[src/rtl/fe_pkg.sv]
package fe_pkg;
  localparam int unsigned FE_XLEN  = 32;
  localparam int unsigned FE_STEP  = 4;
  localparam int unsigned FE_ALIGN = 2;

  typedef logic [FE_XLEN-1:0] word_t;

  localparam word_t FE_NOP = '0;

  // Next PC when the front advances on its own.
  function automatic word_t pc_seq(input word_t pc);
    return pc + word_t'(FE_STEP);
  endfunction

  // Next PC on a redirect; signed displacement, modulo 2^32.
  function automatic word_t pc_redirect(input word_t pc, input word_t disp);
    return pc + disp;
  endfunction

  // Word index of a byte address (low bits dropped).
  function automatic word_t word_of(input word_t pc);
    return pc >> FE_ALIGN;
  endfunction
endpackage

[src/rtl/fe_pc_unit.sv]
module fe_pc_unit
  import fe_pkg::*;
(
  input  logic  clk,
  input  logic  rst,
  input  logic  stall,
  input  logic  br_taken,
  input  word_t br_disp,
  output word_t pc,
  output logic  ev_hold,
  output logic  ev_redirect,
  output logic  ev_seq
);
  word_t pc_q;
  word_t pc_d;

  // Stall has priority over a branch on this path.
  assign ev_hold     = stall;
  assign ev_redirect = !stall && br_taken;
  assign ev_seq      = !stall && !br_taken;

  always_comb begin
    pc_d = pc_q;
    if (ev_redirect)  pc_d = pc_redirect(pc_q, br_disp);
    else if (ev_seq)  pc_d = pc_seq(pc_q);
  end

  always_ff @(posedge clk) begin
    if (rst) pc_q <= '0;
    else     pc_q <= pc_d;
  end

  assign pc = pc_q;
endmodule

[src/rtl/fe_imem.sv]
module fe_imem
  import fe_pkg::*;
#(
  parameter int unsigned DEPTH = 32,
  localparam int unsigned IDX_W = $clog2(DEPTH)
) (
  input  logic             clk,
  input  logic             we,
  input  logic [IDX_W-1:0] waddr,
  input  word_t            wdata,
  input  logic [IDX_W-1:0] raddr,
  output word_t            rdata
);
  word_t store [DEPTH];

  always_ff @(posedge clk) begin
    if (we) store[waddr] <= wdata;
  end

  assign rdata = store[raddr];
endmodule

[src/rtl/fe_fir_unit.sv]
module fe_fir_unit
  import fe_pkg::*;
(
  input  logic  clk,
  input  logic  rst,
  input  logic  stall,
  input  logic  br_taken,
  input  word_t fetched,
  output word_t fir,
  output logic  ev_squash,
  output logic  ev_freeze
);
  word_t fir_q;
  word_t fir_d;

  // Branch has priority over a stall on this path.
  assign ev_squash = br_taken;
  assign ev_freeze = !br_taken && stall;

  always_comb begin
    fir_d = fetched;
    if (ev_squash)      fir_d = FE_NOP;
    else if (ev_freeze) fir_d = fir_q;
  end

  always_ff @(posedge clk) begin
    if (rst) fir_q <= FE_NOP;
    else     fir_q <= fir_d;
  end

  assign fir = fir_q;
endmodule

[src/rtl/fetch_front.sv]
module fetch_front
  import fe_pkg::*;
#(
  parameter int unsigned DEPTH = 32,
  localparam int unsigned IDX_W = $clog2(DEPTH)
) (
  input  logic             clk,
  input  logic             rst,
  input  logic             stall_i,
  input  logic             br_taken_i,
  input  logic [31:0]      br_offset_i,
  input  logic             imem_we_i,
  input  logic [IDX_W-1:0] imem_waddr_i,
  input  logic [31:0]      imem_wdata_i,
  output logic [31:0]      pc_o,
  output logic [31:0]      fir_o
);
  word_t pc;
  word_t word_idx;
  word_t fetched;
  logic  ev_hold;
  logic  ev_redirect;
  logic  ev_seq;
  logic  ev_squash;
  logic  ev_freeze;

  fe_pc_unit u_pc (
    .clk         (clk),
    .rst         (rst),
    .stall       (stall_i),
    .br_taken    (br_taken_i),
    .br_disp     (br_offset_i),
    .pc          (pc),
    .ev_hold     (ev_hold),
    .ev_redirect (ev_redirect),
    .ev_seq      (ev_seq)
  );

  assign word_idx = word_of(pc);

  fe_imem #(.DEPTH(DEPTH)) u_mem (
    .clk   (clk),
    .we    (imem_we_i),
    .waddr (imem_waddr_i),
    .wdata (imem_wdata_i),
    .raddr (word_idx[IDX_W-1:0]),
    .rdata (fetched)
  );

  fe_fir_unit u_fir (
    .clk       (clk),
    .rst       (rst),
    .stall     (stall_i),
    .br_taken  (br_taken_i),
    .fetched   (fetched),
    .fir       (fir_o),
    .ev_squash (ev_squash),
    .ev_freeze (ev_freeze)
  );

  assign pc_o = pc;
endmodule

[config.mk]
export PLATFORM = sky130hd
export DESIGN_NAME = fetch_front
export DESIGN_NICKNAME = d
export VERILOG_FILES = /design/src/rtl/fe_pkg.sv /design/src/rtl/fe_pc_unit.sv /design/src/rtl/fe_imem.sv /design/src/rtl/fe_fir_unit.sv /design/src/rtl/fetch_front.sv
export SDC_FILE = /design/constraint.sdc
export NUM_CORES = 1
export LEC_CHECK = 0
export ABC_AREA = 1
export CAP_MARGIN = 10
export CELL_PAD_IN_SITES_DETAIL_PLACEMENT = 1
export CELL_PAD_IN_SITES_GLOBAL_PLACEMENT = 1
export CORE_ASPECT_RATIO = 1.2
export CORE_MARGIN = 4
export CORE_UTILIZATION = 45
export DETAILED_ROUTE_END_ITERATION = 10
export PLACE_DENSITY_LB_ADDON = 0.25
export SLEW_MARGIN = 25
export SYNTH_ARGS = -nofsm -noshare
export SYNTH_HDL_FRONTEND = slang
export SYNTH_SLANG_ARGS = --single-unit
[constraint.sdc]
create_clock -name clk -period 2.8 [get_ports clk]
set_input_delay 0.56 -clock clk [delete_from_list [all_inputs] [get_ports clk]]
set_output_delay 0.56 -clock clk [all_outputs]
set_load 0.1 [all_outputs]
==> results.toml <==
[grt]
grt.met3_usage_pct = 3.12
gr-usage-met2_pct = 49.6
grt_start_max_net_pins = 98
grt_overflow = 0
antenna_found_initial = 4
met1_usage_pct = 35.4
grt_pass1_vias = 33900
top_usage_layer = "met2"
grt_usage_pct = 27.6
grt_pass1_wl_mm = 219

[power]
power_mw = 36.6
p_leak_nw = 18.1
sequentialPowerShare_pct = 49.5
swShare_pct = 26.4
power_density_mw_per_mm2 = 690
comb_power_share_pct = 12.5
p_switching_mw = 9.67
power_frac_clock_pct = 37.9
p_int_mw = 27.0
ir_drop_mv = 0.473

[synthesis]
synth_area_per_cell_um2 = 11.7
syn_area_mm2 = 0.0451
synthCells = 3842
syn-num-nets = 3949
synth_seq_cells = 1088
seq_area_frac_synth_pct = 71.0
synthDistinctLibCells = 48
yosysWarnings = 0

[clock_tree]
cts_tree = "done"
cts.sinks = 1088
cts.repair.resized = 0
clkLatencyLatePin_ps = 690
cts_max_level = 3
path_clk_slew_ps = 60
cts_made_buffers = 105
ctsHoldBuffers = 0
root_buffer = "clkbuf_16"
post_cts_buffers = 0
clockBufferDepth = 3

[critical_path]
end_kind = "output pin"
critPathRequiredTime_ps = 2240
critPathTopFamily = "buffers and inverters"
path_buf_inv = 2
path_max_fanout = 18
crit_path_cell_trace = "buf_4, buf_4"
start_kind = "flip-flop"
worstPathArrival_ps = 1860
worstSetupPathType = "flip-flop to output pin"
slowest_stage = "dfxtp_2"
crit_top_cell = "buf_4"
slowest_delay_ps = 400

[floorplanning]
rows = 127
die_x_um = 297
dieArea_mm2 = 0.105
coreArea_mm2 = 0.0998
ios = 138
fp.dieH_um = 355
start_util_pct = 45.2

[detailed_routing]
postRouteAntennaNets = 0
vias = 32600
drtPass1Iterations = 5
drt_iter0_drc = 3194
remaining_drc_errors = 0
wl_mm = 148
via_per_inst = 5.99
wl_per_cell_um = 27.2

[final_layout]
nets = 4177
syn2layout_area_growth_pct = 17.6
layout-drive-gt1-share_pct = 11.9
mostFrequentLayoutCells = "edfxtp_1 (1024), nor2_1 (669), o21ai_0 (581), nand2_1 (411), buf_4 (206)"
layout_commonest_cell = "edfxtp_1"
post-route-util_pct = 53.2

[sta]
slew_headroom_pct = 59.5
fmax_ghz = 0.413
finalSetupTns_ps = 0
final_hold_viol_count = 0
skew_ps = 23.8
min_period_over_period_pct = 86.5
rsz0062_at_grt = "false"
worstMarginPinSlew_ps = 605
drv_slew = 0
min_period_ps = 2420
hold-worst-slack_ps = 467
setup_viol = 0

[flow_run]
maxCapViolCount = 0

[placed_design]
hpwlAfterDp_mm = 89.8
port_buffers = 137
gp_congestion = 0.865

[run_status]
status = "finished clean"

[hold_path]
hold_path.class = "flip-flop to flip-flop"
-- worst min-delay path, stage by stage, from the launching register on --
cell and delay, ps:
dfxtp_1 310, nand2_1 60, a21oi_1 50
-- power groups by stage --
| stage | combinational (mW) | clock (mW) | sequential, mW |
|---|---|---|---|
| floorplan | 2.17 | 0 | 18.9 |
| global placement | 4.43 | 0 | 18.5 |
| detailed placement | 4.57 | 0 | 18.5 |
| CTS | 4.61 | 14.0 | 18.2 |
| global route | 4.97 | 14.8 | 18.2 |
| finish | 4.59 | 13.9 | 18.2 |
-- registers in the layout, summed over array words and instances, names as in the netlist --
name / cells
u_pc.pc: 32
u_mem.store: 1024
u_fir.fir: 32
-- final timing paths --
kind                start  cells after the start  slack, ps           end
max            u_pc.pc[6]                      2        380       pc_o[6]
min          u_fir.fir[6]                      2        470  u_fir.fir[6]
max reg2reg    u_pc.pc[4]                     12        430   u_pc.pc[20]
min reg2reg  u_fir.fir[6]                      2        470  u_fir.fir[6]
-- kinds of logic after synthesis --
| group | Yosys count | share of synthesized area, % |
|---|---|---|
| AOI/OAI and AO/OA | 980 | 12.1 |
| DFF | 1088 | 71.0 |
| buffers and inverters | 357 | 3.23 |
| adders and majority gates | 33 | 0.931 |
| xor gates and xnor gates | 18 | 0.349 |
| and+or+nand+nor | 1366 | 12.4 |
-- routing by layer --
layer | vias up | part of all wire [%]
met5 | - | 0
met4 | 0 | 3.1
met3 | 297 | 5.8
met2 | 1220 | 51
met1 | 16700 | 40
li1 | 14400 | -
-- area by class of cell --
type,count,area [um^2]
Clock buffer,128,2780
Timing Repair Buffer,351,3730
Antenna cell,1,2.50
Inverter,127,489
Clock inverter,67,537
Multi-Input combinational cell,2397,11900
Tap cell,1290,1610
Sequential cell,1088,32000
Fill cell,10200,46700
-- stage by stage --
stage	instance area [um^2]	worst slack, ps	cells
floorplan	45100	46.4	3842
global placement	49700	-31.0	5252
detailed placement	49800	-89.3	5253
CTS	53100	350	5448
global route	53100	237	5449
finish	53100	378	5449
-- cell usage after synthesis, drive strengths merged --
library cell	n	area, um^2
a32oi	1	8.76
xnor2	4	35.0
o31ai	1	7.51
a211oi	1	7.51
xor2	14	123
o21a	1	7.51
dfxtp	64	1280
or2	8	50.1
nor4	1	6.26
buf	71	387
nor3b	2	15.0
nor2	706	2670
o21ai	598	2990
a21oi	109	546
a31oi	2	12.5
clkinv	2	7.51
o21bai	5	37.5
a21boi	1	7.51
a21o	1	7.51
o221ai	16	140
a221oi	1	8.76
inv	125	469
nand3	143	716
nand2	413	1560
fa	1	20.0
o2111ai	1	8.76
o22ai	124	776
clkbuf	159	597
and2	2	12.5
nand3b	13	97.6
ha	32	400
a22oi	1	7.51
nor3	20	105
edfxtp	1024	30700
nand4	58	378
o211ai	117	878
No activity file was read; power rests on OpenSTA's default activity.
